===== config.mk =====
export PLATFORM = sky130hd
export DESIGN_NAME = brd_bringup_seq
export DESIGN_NICKNAME = d
export VERILOG_FILES = /design/src/rtl/brd_seq_pkg.sv /design/src/rtl/brd_seq_fsm.sv /design/src/rtl/brd_seq_outreg.sv /design/src/rtl/brd_seq_hb.sv /design/src/rtl/brd_bringup_seq.sv
export SDC_FILE = /design/constraint.sdc
export NUM_CORES = 1
export LEC_CHECK = 0
export BUFFER_PORTS_ARGS = -buffer_cell sky130_fd_sc_hd__buf_4
export CORE_UTILIZATION = 30
export CTS_BUF_LIST = sky130_fd_sc_hd__clkbuf_16
export CTS_CLUSTER_SIZE = 10
export DETAILED_ROUTE_END_ITERATION = 12
export SYNTH_ARGS = -nofsm -noshare
export SYNTH_HDL_FRONTEND = slang
export SYNTH_SLANG_ARGS = --single-unit

===== constraint.sdc =====
create_clock -name clk_i -period 2.9 [get_ports clk_i]
set_input_delay 0 -clock clk_i [delete_from_list [all_inputs] [get_ports clk_i]]
set_output_delay 0 -clock clk_i [all_outputs]
set_load 0.05 [all_outputs]

===== src/rtl/brd_seq_pkg.sv =====
package brd_seq_pkg;
  typedef enum logic [2:0] {
    ST_IDLE,
    ST_PWR,
    ST_FAULT,
    ST_HOLD,
    ST_SW_REL,
    ST_CPU_WAIT,
    ST_RUN
  } seq_state_e;
endpackage


===== src/rtl/brd_seq_fsm.sv =====
module brd_seq_fsm
  import brd_seq_pkg::*;
#(
  parameter int N_RAILS    = 4,
  parameter int PG_TIMEOUT = 1_250_000,
  parameter int HOLD_CYC   = 12_500,
  parameter int HS_TIMEOUT = 250_000_000,
  parameter int IDX_W      = 2,
  parameter int CNT_W      = 28
) (
  input  logic               clk_i,
  input  logic               rst_ni,
  input  logic               board_pg_i,
  input  logic [N_RAILS-1:0] rail_pg_i,
  input  logic               sw_init_done_i,
  output seq_state_e         state_o,
  output logic [IDX_W-1:0]   idx_o,
  output logic               retry_o
);
  seq_state_e       state_q;
  logic [IDX_W-1:0] idx_q;
  logic [CNT_W-1:0] cnt_q;
  logic             retry_q;

  always_ff @(posedge clk_i or negedge rst_ni) begin
    if (!rst_ni) begin
      state_q <= ST_IDLE;
      idx_q   <= '0;
      cnt_q   <= '0;
      retry_q <= 1'b0;
    end else if (!board_pg_i) begin
      state_q <= ST_IDLE;
      idx_q   <= '0;
      cnt_q   <= '0;
      retry_q <= 1'b0;
    end else begin
      unique case (state_q)
        ST_IDLE: begin
          state_q <= ST_PWR;
          idx_q   <= '0;
          cnt_q   <= '0;
        end
        ST_PWR: begin
          if (rail_pg_i[idx_q]) begin
            cnt_q <= '0;
            if (idx_q == IDX_W'(N_RAILS - 1)) state_q <= ST_HOLD;
            else                               idx_q   <= idx_q + IDX_W'(1);
          end else if (cnt_q == CNT_W'(PG_TIMEOUT - 1)) begin
            state_q <= ST_FAULT;
          end else begin
            cnt_q <= cnt_q + CNT_W'(1);
          end
        end
        ST_FAULT: state_q <= ST_FAULT;
        ST_HOLD, ST_SW_REL: begin
          if (cnt_q == CNT_W'(HOLD_CYC - 1)) begin
            cnt_q   <= '0;
            state_q <= (state_q == ST_HOLD) ? ST_SW_REL : ST_CPU_WAIT;
          end else begin
            cnt_q <= cnt_q + CNT_W'(1);
          end
        end
        ST_CPU_WAIT: begin
          // handshake accepted only once the processor hold has elapsed
          if (sw_init_done_i && cnt_q >= CNT_W'(HOLD_CYC - 1)) begin
            state_q <= ST_RUN;
            cnt_q   <= '0;
          end else if (cnt_q == CNT_W'(HS_TIMEOUT - 1)) begin
            state_q <= ST_HOLD;
            retry_q <= 1'b1;
            cnt_q   <= '0;
          end else begin
            cnt_q <= cnt_q + CNT_W'(1);
          end
        end
        ST_RUN:  state_q <= ST_RUN;
        default: state_q <= ST_IDLE;
      endcase
    end
  end

  assign state_o = state_q;
  assign idx_o   = idx_q;
  assign retry_o = retry_q;
endmodule


===== src/rtl/brd_seq_outreg.sv =====
module brd_seq_outreg
  import brd_seq_pkg::*;
#(
  parameter int N_RAILS = 4,
  parameter int N_PHY   = 4,
  parameter int N_OPT   = 4,
  parameter int IDX_W   = 2
) (
  input  logic               clk_i,
  input  logic               rst_ni,
  input  logic               board_pg_i,
  input  seq_state_e         state_i,
  input  logic [IDX_W-1:0]   idx_i,
  input  logic               retry_i,
  output logic [N_RAILS-1:0] rail_en_no,
  output logic               sw_rst_no,
  output logic               cpu_rst_no,
  output logic [N_PHY-1:0]   phy_rst_no,
  output logic [N_OPT-1:0]   opt_tx_en_o,
  output logic               pwr_fault_o,
  output logic               hs_retry_o
);
  logic [N_RAILS-1:0] rail_on;
  logic               all_on, sw_rel, cpu_rel, phy_rel;

  assign all_on  = state_i inside {ST_HOLD, ST_SW_REL, ST_CPU_WAIT, ST_RUN};
  assign sw_rel  = state_i inside {ST_SW_REL, ST_CPU_WAIT, ST_RUN};
  assign cpu_rel = state_i inside {ST_CPU_WAIT, ST_RUN};
  assign phy_rel = (state_i == ST_RUN);

  for (genvar g = 0; g < N_RAILS; g++) begin : g_rail
    assign rail_on[g] = (state_i == ST_PWR) ? (IDX_W'(g) <= idx_i) : all_on;
  end

  always_ff @(posedge clk_i or negedge rst_ni) begin
    if (!rst_ni) begin
      rail_en_no  <= '1;
      sw_rst_no   <= 1'b0;
      cpu_rst_no  <= 1'b0;
      phy_rst_no  <= '0;
      opt_tx_en_o <= '0;
      pwr_fault_o <= 1'b0;
      hs_retry_o  <= 1'b0;
    end else begin
      rail_en_no  <= board_pg_i ? ~rail_on : '1;
      sw_rst_no   <= board_pg_i & sw_rel;
      cpu_rst_no  <= board_pg_i & cpu_rel;
      phy_rst_no  <= {N_PHY{board_pg_i & phy_rel}};
      opt_tx_en_o <= {N_OPT{board_pg_i & phy_rel}};
      pwr_fault_o <= board_pg_i & (state_i == ST_FAULT);
      hs_retry_o  <= board_pg_i & retry_i;
    end
  end
endmodule


===== src/rtl/brd_seq_hb.sv =====
module brd_seq_hb #(
  parameter int HB_DIV = 62_500_000
) (
  input  logic clk_i,
  input  logic rst_ni,
  output logic hb_o
);
  localparam int W = (HB_DIV > 1) ? $clog2(HB_DIV) : 1;
  logic [W-1:0] cnt_q;

  always_ff @(posedge clk_i or negedge rst_ni) begin
    if (!rst_ni) begin
      cnt_q <= '0;
      hb_o  <= 1'b0;
    end else if (cnt_q == W'(HB_DIV - 1)) begin
      cnt_q <= '0;
      hb_o  <= ~hb_o;
    end else begin
      cnt_q <= cnt_q + W'(1);
    end
  end
endmodule


===== src/rtl/brd_bringup_seq.sv =====
module brd_bringup_seq
  import brd_seq_pkg::*;
#(
  parameter int N_RAILS    = 4,
  parameter int N_PHY      = 4,
  parameter int N_OPT      = 4,
  parameter int PG_TIMEOUT = 1_250_000,
  parameter int HOLD_CYC   = 12_500,
  parameter int HS_TIMEOUT = 250_000_000,
  parameter int HB_DIV     = 62_500_000
) (
  input  logic               clk_i,
  input  logic               rst_ni,
  input  logic               board_pg_i,
  input  logic [N_RAILS-1:0] rail_pg_i,
  input  logic               sw_init_done_i,
  output logic [N_RAILS-1:0] rail_en_no,
  output logic               sw_rst_no,
  output logic               cpu_rst_no,
  output logic [N_PHY-1:0]   phy_rst_no,
  output logic [N_OPT-1:0]   opt_tx_en_o,
  output logic               hb_o,
  output logic               pwr_fault_o,
  output logic               hs_retry_o
);
  localparam int IDX_W   = (N_RAILS > 1) ? $clog2(N_RAILS) : 1;
  localparam int MAX_A   = (PG_TIMEOUT > HS_TIMEOUT) ? PG_TIMEOUT : HS_TIMEOUT;
  localparam int CNT_MAX = (MAX_A > HOLD_CYC) ? MAX_A : HOLD_CYC;
  localparam int CNT_W   = $clog2(CNT_MAX + 1);

  seq_state_e       state;
  logic [IDX_W-1:0] idx;
  logic             retry;

  brd_seq_fsm #(
    .N_RAILS(N_RAILS), .PG_TIMEOUT(PG_TIMEOUT), .HOLD_CYC(HOLD_CYC),
    .HS_TIMEOUT(HS_TIMEOUT), .IDX_W(IDX_W), .CNT_W(CNT_W)
  ) u_fsm (
    .clk_i, .rst_ni, .board_pg_i, .rail_pg_i, .sw_init_done_i,
    .state_o(state), .idx_o(idx), .retry_o(retry)
  );

  brd_seq_outreg #(
    .N_RAILS(N_RAILS), .N_PHY(N_PHY), .N_OPT(N_OPT), .IDX_W(IDX_W)
  ) u_out (
    .clk_i, .rst_ni, .board_pg_i,
    .state_i(state), .idx_i(idx), .retry_i(retry),
    .rail_en_no, .sw_rst_no, .cpu_rst_no, .phy_rst_no, .opt_tx_en_o,
    .pwr_fault_o, .hs_retry_o
  );

  brd_seq_hb #(.HB_DIV(HB_DIV)) u_hb (.clk_i, .rst_ni, .hb_o);
endmodule


## Word-level counts from Yosys, hierarchy flattened

Cells that the tools add are included.
W data, S select, Z words.

| storage, ports and cells | value |
|---|---|
| register bits after elaboration | 70 |
| output and inout bits | 17 |
| word-level logic and storage cells | 93 |

| operators by class | value |
|---|---|
| add/sub/neg operators | 3 |
| magnitude comparators | 6 |
| eq/ne operators | 23 |
| mux-type cells | 32 |
| bitwise gates (word level) | 7 |
| reductions and logical operators | 10 |

Operators with widths:

| kind | number |
|---|---|
| $mux W28 | 6 |
| $pmux W28 S4 | 1 |
| $add A28 B1 Y28 const B | 1 |
| $eq A28 B14 Y1 const B | 1 |
| $eq A28 B21 Y1 const B | 1 |
| $eq A28 B28 Y1 const B | 1 |
| $ge A28 B14 Y1 const B | 1 |
| $add A26 B1 Y26 const B | 1 |
| $eq A26 B26 Y1 const B | 1 |
| $mux W26 | 1 |
| $mux W3 | 7 |
| $pmux W3 S6 | 1 |
| $mux W1 | 10 |
| $eq A3 B3 Y1 const B | 3 |
| $ne A4 B2 Y1 const B | 2 |
| $eq A3 B2 Y1 const B | 2 |
| $mux W2 | 3 |
| $ne A3 B2 Y1 const B | 2 |
| $reduce_and A3 Y1 | 2 |
| $and A1 B1 Y1 | 5 |
| $ne A5 B1 Y1 const B | 1 |
| $le A1 B2 Y1 const A | 2 |
| $le A2 B2 Y1 const A | 2 |
| $mux W4 | 1 |
| 22 further kinds | 23 |

## Logic depth before layout (Yosys ltp)

Gate-level depths: netlist of run 1.

| depth | value |
|---|---|
| depth in word-level cells | 5 |
| mapped depth | 10 |
| mapped depth without buffers | 9 |

## Modules after synthesis

From an unflattened synthesis of run 1, not the netlist that was laid out.

| unflattened totals | value |
|---|---|
| cell total of the unflattened synthesis | 469 |
| area total of the unflattened synthesis | 4479.3 µm² |

By module, submodules not included:

| module | times used | cells an instance | area each (µm²) |
|---|---|---|---|
| brd_seq_fsm | 1 | 306 | 2665.1 |
| brd_seq_hb | 1 | 129 | 1395.1 |
| brd_seq_outreg | 1 | 34 | 419.2 |

## Worst setup path after synthesis of run 1

No wires, ideal clock.

| timing path | value |
|---|---|
| path type | register to register |
| start | register u_fsm.cnt_q[0] |
| end | register u_fsm.cnt_q[17] |
| library setup time | 0.121 ns |
| arrival | 2.340 ns |
| data required time | 2.779 ns |
| path slack | 0.439 ns |
| stages on the path, launching flop included | 10 |
| period minus slack after synthesis | 2.461 ns |
| path through | dfrtp_1 > ha_1 > or4bb_1 > or3_1 > nor4_2 > o21a_2 > a21oi_2 > buf_6 > a21o_1 > a22o_1 |

| between the ends | value |
|---|---|
| word-level cells in the longest chain between the ends | 5 |
| elaborated cells on any way between the ends | 15 |
| classes of those cells | add/sub (1); order compare (1); eq/ne (4); mux (7); reduce/logical (2) |

Ends and longest elaborated chain:

| element | line | RTL |
|---|---|---|
| from (decl) | brd_seq_fsm.sv:22 | `logic [CNT_W-1:0] cnt_q;` |
| from (signal assigned) | brd_seq_fsm.sv:51 | `cnt_q <= cnt_q + CNT_W'(1);` |
| from (signal assigned) | brd_seq_fsm.sv:60 | `cnt_q <= cnt_q + CNT_W'(1);` |
| from (signal assigned) | brd_seq_fsm.sv:73 | `cnt_q <= cnt_q + CNT_W'(1);` |
| $add A28 B1 Y28, or another cell as far along | brd_seq_fsm.sv:51, brd_seq_fsm.sv:60, brd_seq_fsm.sv:73 |  |
| $mux W28, or another cell as far along | brd_seq_fsm.sv:68 | `end else if (cnt_q == CNT_W'(HS_TIMEOUT - 1)) begin` |
| $mux W28, on equally long branches | brd_seq_fsm.sv:65, brd_seq_fsm.sv:44 |  |
| $pmux W28 S4 | brd_seq_fsm.sv:37 | `unique case (state_q)` |
| $mux W28 | brd_seq_fsm.sv:31 | `end else if (!board_pg_i) begin` |

Several ways; a longest one is shown, not always the timed one. The select of a mux whose other input is x is not followed.
A chain may end at the register's enable or synchronous reset.

## Worst setup path in the final report of run 1

| timing path | value |
|---|---|
| start | register u_fsm.cnt_q[0] |
| end | register u_fsm.cnt_q[10] |

Same word-level chain as after synthesis.

==> impl_metrics.json, run 1 <==
{
  "status": "finished clean",
  "die_area_mm2": 0.01361,
  "max_cap_viol_count": 0,
  "yosysUniqueCellTypes": 58,
  "layout.cells.non_filler": 632,
  "syn_to_final_growth_pct": 19.54,
  "syn_area_mm2": 0.003945,
  "routedWlPerCell_um": 14.24,
  "ys_seq_area_frac": 0.4453,
  "async_reset_ff_frac": 1.000,
  "synth-seq-cells": 70,
  "layout_commonest_cell": "dfrtp_1",
  "drtIter0Drc": 197,
  "port_buffers": 24,
  "arrival_ns": 2.96,
  "p_total_mw": 2.998,
  "rows": 41,
  "final_cell_mix": "66 x dfrtp_1, 46 x nor2_1, 42 x nand2_1",
  "antenna_cells": 0,
  "grt_overflow": 0,
  "grt_util_all_layers": 0.1434,
  "tightestPinTransition_ns": 0.8645,
  "viasPerCell": 5.125,
  "dp_cells": 611,
  "grt_pass1_wl_um": 15040,
  "cts_tree": "built",
  "critPathCaptureType": "register",
  "utilization": 0.3707,
  "worstSetupStartpointType": "register",
  "hold_violations": 0,
  "dpl-instance-area_mm2": 0.004310,
  "rsz0062_at_grt": "no",
  "yosys-top-cells-area": "dfrtp_1 42%, nor2_1 4.4%, a22o_1 4.0%",
  "path_class": "register to register",
  "fin_skew_ns": 0.01129,
  "grt_pass1_vias": 3169,
  "cts_num_sinks": 70,
  "dp_hpwl_um": 6041,
  "cts_buffer_depth": 2,
  "vias": 3239,
  "crit_path_top_delay_cell": "or4bb_1",
  "setup_viol": 0,
  "path_cells": "ha_2 -> or4bb_1 -> or3_1 -> nor4_2 -> o21a_2 -> a21o_4 -> nor2_4 -> a22o_2",
  "routed_wirelength_um": 9001,
  "grt_max_degree": 71,
  "worstHoldPathType": "input pin to register",
  "min_period_ns": 2.729,
  "required_ns": 3.13,
  "critPathMaxFanout": 18,
  "post-route-period-util": 0.9411,
  "syn_area_per_cell_um2": 9.371,
  "cts.clk_slew.worst_paths_ns": 0.06,
  "tns_ns": 0,
  "syn_nets": 438,
  "fmax_mhz": 366.4,
  "drcViolationCount": 0,
  "num_io_pins": 25,
  "clk_latency_ns": 0.34,
  "yosys_warnings": 0,
  "netlist_instances": 421,
  "h-tree-depth": 3,
  "final_antenna_net_count": 0,
  "die_w_um": 116.7,
  "gp_congestion": 0.7932,
  "postLayoutCellArea_mm2": 0.004716,
  "drtPass1Iterations": 5,
  "core_mm2": 0.01272,
  "drv_slew": 0,
  "antenna_found_initial": 0,
  "synth_enable_flop_cells": 0,
  "fin_nets": 472,
  "synth_flop_cell": "dfrtp_1",
  "power.static_leakage_nw": 2.128,
  "cts-root-buf": "clkbuf_16",
  "vdd_drop_max_mv": 0.2469,
  "power_density_mw_per_mm2": 635.7,
  "timing.slew.headroom": 0.4237,
  "die_y_um": 116.7,
  "drive_gt1_frac": 0.1717,
  "start_util": 0.3101,
  "max_stage_delay_ns": 0.52,
  "numCtsBuffers": 9,
  "synth_top_area_cell": "dfrtp_1",
  "yosys.area.top_type_share": 0.4186
}
-- cells in the mapped netlist, types with 2 or more instances --
library cell / n
nand3b_1: 2
nor2_1: 46
nand4b_1: 3
o211ai_1: 2
a21o_1: 6
mux2i_1: 3
dfrtp_1: 66
or4_1: 3
nor4_1: 6
xor2_1: 12
nand2b_1: 3
nand4_1: 12
o21a_2: 2
nand2_1: 42
nor3_1: 13
o21ai_1: 8
a31oi_1: 3
xnor2_1: 11
ha_1: 9
o31ai_1: 4
a211oi_1: 2
nor2b_1: 9
a21o_2: 5
or3_1: 3
a22o_1: 18
dfstp_2: 4
o21a_1: 2
nand3_1: 28
clkbuf_1: 5
and2_1: 7
a21oi_1: 4
buf_6: 4
buf_4: 8
inv_1: 10
o21ai_0: 18
nor4b_1: 3
and3_1: 13
or2_2: 2
-- repair_timing --
item                       4_1_cts  5_1_grt
hold buffers                     2        0
setup endpoints to repair        0       13
gates resized for setup          0        4
hold endpoints to repair        68        0
buffers inserted                 0        3
-- metrics by stage --
stage               hold WS, ns  worst slack, ns
floorplan               -0.2956           0.4388
global placement         0.1797           0.1281
detailed placement       0.1820          0.05913
CTS                      0.2166         0.007794
global route             0.2499          0.01007
finish                   0.2090           0.1709
-- metal layers --
metal,vias to the layer above,share of wire,wire (µm),track usage
li1,1588,-,-,-
met1,1567,0.48,4346,0.1816
met2,74,0.46,4104,0.2367
met3,10,0.047,426,0.03633
met4,0,0.014,124,0.05148
met5,-,0,0,0
-- state kept, by name, indices dropped and copies added, names as in the netlist --
register and flops:
u_fsm.cnt_q 28, u_fsm.idx_o 2, u_fsm.retry_o 1, u_fsm.state_o 3
u_hb.cnt_q 26, u_hb.hb_o 1, u_out.cpu_rst_no 1, u_out.hs_retry_o 1
u_out.phy_rst_no 1, u_out.pwr_fault_o 1, u_out.rail_en_no 4, u_out.sw_rst_no 1
-- cell type report --
type	instances	area (µm²)
Fill cell	1298	8006
Multi-Input combinational cell	322	2041
Sequential cell	70	1757
Timing Repair Buffer	42	320.3
Clock buffer	9	225.2
Tap cell	172	215.2
Clock inverter	7	120.1
Inverter	10	37.54
-- final timing paths --
| check | slack (ns) | depth (start not counted) | start | end |
|---|---|---|---|---|
| setup / recovery | 0.17 | 8 | u_fsm.cnt_q[0] | u_fsm.cnt_q[10] |
| hold / removal | 0.21 | 5 | sw_init_done_i | u_fsm.state_o[2] |
| setup reg to reg | 0.17 | 8 | u_fsm.cnt_q[0] | u_fsm.cnt_q[10] |
| hold reg to reg | 0.47 | 1 | u_hb.hb_o | u_hb.hb_o |
| max in group asynchronous | 2.02 | 2 | rst_ni | u_hb.cnt_q[1] |
| min in group asynchronous | 0.33 | 2 | rst_ni | u_fsm.state_o[2] |
-- worst max-delay path, delay by kind of cell (launching register included) --
kind | cells | cell delay [ns]
compound gates | 3 | 0.74
fa+ha+maj | 1 | 0.25
flops | 1 | 0.41
simple gates | 4 | 1.21
-- logic make-up after synthesis --
family,after synthesis,share of synthesized area
compound gates,83,0.1500
xor+xnor,23,0.05106
fa+ha+maj,9,0.02854
buf+inv,29,0.04313
flops,70,0.4453
mux,4,0.01332
simple gates,203,0.2686
-- report_power, final --
part / total [mW] / switching (mW) / internal [mW]
combinational: 0.657 / 0.405 / 0.252
clock: 1.27 / 0.432 / 0.842
sequential: 1.07 / 0.0356 / 1.03
No activity file was read; power rests on OpenSTA's default activity.
==> inputs of run 2 (changes only) <==
- ABC_AREA: unset -> 1
==> impl_metrics.json, run 2 <==
{
  "synth-seq-cells": 70,
  "grt_overflow": 0,
  "post-route-period-util": 0.7576,
  "synth_top_area_cell": "dfrtp_1",
  "gp_congestion": 0.9054,
  "n_fill_cell": 1675,
  "fin_nets": 733,
  "power.static_leakage_nw": 2.544,
  "crit_family": "simple AND/OR/NAND/NOR gates",
  "cts_tree": "built",
  "cts.clk_slew.worst_paths_ns": 0.06,
  "critPathCaptureType": "register",
  "path_class": "register to register",
  "viasPerCell": 4.719,
  "grt_max_degree": 71,
  "dp_hpwl_um": 8744,
  "hold_violations": 0,
  "cts-root-buf": "clkbuf_16",
  "antenna_found_initial": 0,
  "die_y_um": 129.1,
  "rows": 46,
  "async_reset_ff_frac": 1.000,
  "critPathBufInv": 3,
  "syn_area_per_cell_um2": 6.976,
  "timing.slew.headroom": 0.4131,
  "numCtsBuffers": 9,
  "drcViolationCount": 1,
  "setup_viol": 0,
  "worstSetupStartpointType": "register",
  "crit_path_top_delay_cell": "dfrtp_1",
  "p_total_mw": 2.957,
  "cts_num_sinks": 70,
  "largest-register": "u_fsm.cnt_q",
  "grt_pass1_wl_um": 19730,
  "die_w_um": 129.1,
  "grt_pass1_vias": 4053,
  "rsz0062_at_grt": "no",
  "ys_seq_area_frac": 0.3623,
  "synth_most_common_cell": "nand2_1",
  "netlist_instances": 695,
  "syn_nets": 712,
  "ctsHoldBuffers": 2,
  "final_cell_mix": "188 x nand2_1, 88 x nor2_1, 83 x inv_1",
  "vdd_drop_max_mv": 0.2965,
  "critPathMaxFanout": 44,
  "die_area_mm2": 0.01667,
  "fmax_mhz": 455.2,
  "min_period_ns": 2.197,
  "fin_skew_ns": 0.007882,
  "top_regs": "u_fsm.cnt_q x28, u_hb.cnt_q x26, u_out.rail_en_no x4",
  "violations": "design-rule violations",
  "clk_latency_ns": 0.35,
  "max_cap_viol_count": 0,
  "crit_top_cell": "nand2_1",
  "required_ns": 3.12,
  "yosys.area.top_type_share": 0.3406,
  "syn_area_mm2": 0.004848,
  "path_cells": "inv_1 -> ha_1 -> nand2_4 -> inv_2 -> nor3_1 -> nand3_2 -> nand2_4 -> inv_4 -> nand2_1 -> nand2_1 -> nand2_1 -> a21oi_2",
  "final_antenna_net_count": 0,
  "worstHoldPathType": "input pin to register",
  "yosys_warnings": 0,
  "h-tree-depth": 3,
  "tns_ns": 0,
  "drtPass1Iterations": 9,
  "postCtsSetupRepairBufs": 0,
  "synth_common_cells": "188 x nand2_1, 88 x nor2_1, 82 x inv_1, 66 x dfrtp_1, 61 x nand3_1",
  "port_buffers": 24,
  "vias": 4417,
  "syn_to_final_growth_pct": 12.90,
  "status": "complete, but fails checks",
  "core_mm2": 0.01583,
  "drv_slew": 0,
  "arrival_ns": 2.42,
  "max_stage_delay_ns": 0.42,
  "antenna_cells": 0,
  "routedWlPerCell_um": 12.54,
  "yosys-top-cells-area": "dfrtp_1 34%, nand2_1 15%, nor2_1 6.8%",
  "tightestPinTransition_ns": 0.8804,
  "drtIter0Drc": 358,
  "cts_resized": 0,
  "grt_util_all_layers": 0.1513,
  "cts_buffer_depth": 2,
  "drive_gt1_frac": 0.1347,
  "routed_wirelength_um": 11740,
  "start_util": 0.3063,
  "largest_reg_flops": 28,
  "synth_flop_cell": "dfrtp_1",
  "num_io_pins": 25,
  "synth_enable_flop_cells": 0,
  "power_density_mw_per_mm2": 540.1,
  "layout_commonest_cell": "nand2_1",
  "yosysUniqueCellTypes": 38
}
run 2: cell types whose count changed in the layout (fill, tap and decap cells not counted), sizes merged, moves of 7 or more:
cell / before / now
nand2: 42 / 196
nand4: 12 / 24
inv: 11 / 96
xnor2: 11 / 4
a21oi: 5 / 25
nor2: 47 / 100
a22o: 19 / 0
nor3: 13 / 26
and3: 13 / 0
buf: 40 / 26
nand3: 28 / 67
a21o: 12 / 0
and2: 7 / 0
nor2b: 9 / 0
run 2: path summary, 6_finish.rpt:
kind / startpoint / end / slack [ns] / depth (start not counted)
max: u_fsm.state_o[1] / u_fsm.cnt_q[16] / 0.70 / 12
min: sw_init_done_i / u_fsm.retry_o / 0.04 / 4
max reg2reg: u_fsm.state_o[1] / u_fsm.cnt_q[16] / 0.70 / 12
min reg2reg: u_hb.cnt_q[0] / u_hb.cnt_q[0] / 0.46 / 1
max in group asynchronous: rst_ni / u_fsm.cnt_q[21] / 2.00 / 2
min in group asynchronous: rst_ni / u_hb.cnt_q[21] / 0.33 / 2
run 2: layer usage:
metal / track usage / up-vias / share of wire
met5: 0 / - / 0
met4: 0.05329 / 0 / 0.018
met3: 0.03922 / 16 / 0.048
met2: 0.2306 / 119 / 0.43
met1: 0.2063 / 2014 / 0.50
li1: - / 2268 / -
run 2: worst min-delay path: stages:
cell and delay [ns]:
buf_4 0.10, nand2_4 0.09, nand3b_1 0.11, nand2_1 0.05
run 2: area by class of cell:
type                    count  area, µm²  share of cell area
flip-flops and latches     70       1757              0.3209
clock inverters             6      55.05             0.01006
repair buffers             28      215.2             0.03931
multi-input cells         511       2589              0.4729
inverters                  96      362.8             0.06629
well taps                 216      270.3             0.04937
clock buffers               9      225.2             0.04114
run 2: power breakdown:
part           switching, mW  total (mW)  internal [mW]
logic                  0.597       0.793          0.196
registers             0.0445        1.09           1.05
clock network          0.420        1.07          0.651
total                   1.06        2.96           1.89
run 2: through the flow:
stage	hold slack (ns)	instances	cell area, µm²	util	setup WS [ns]
finish	0.04091	936	5474	0.3459	0.7030
floorplan	-0.2956	695	4848	-	1.151
CTS	0.03604	936	5474	0.3459	0.6983
detailed placement	0.1923	919	5174	0.3269	0.7177
global placement	0.1806	919	5174	0.3269	0.7303
global route	0.05812	936	5474	0.3459	0.4745
run 2: cell families after synthesis:
family,count (synthesis),synth area share
DFF,70,0.3623
AOI/OAI and AO/OA,51,0.06555
buffers and inverters,114,0.1037
xor gates and xnor gates,17,0.03071
and+or+nand+nor,434,0.4145
adders and majority gates,9,0.02323
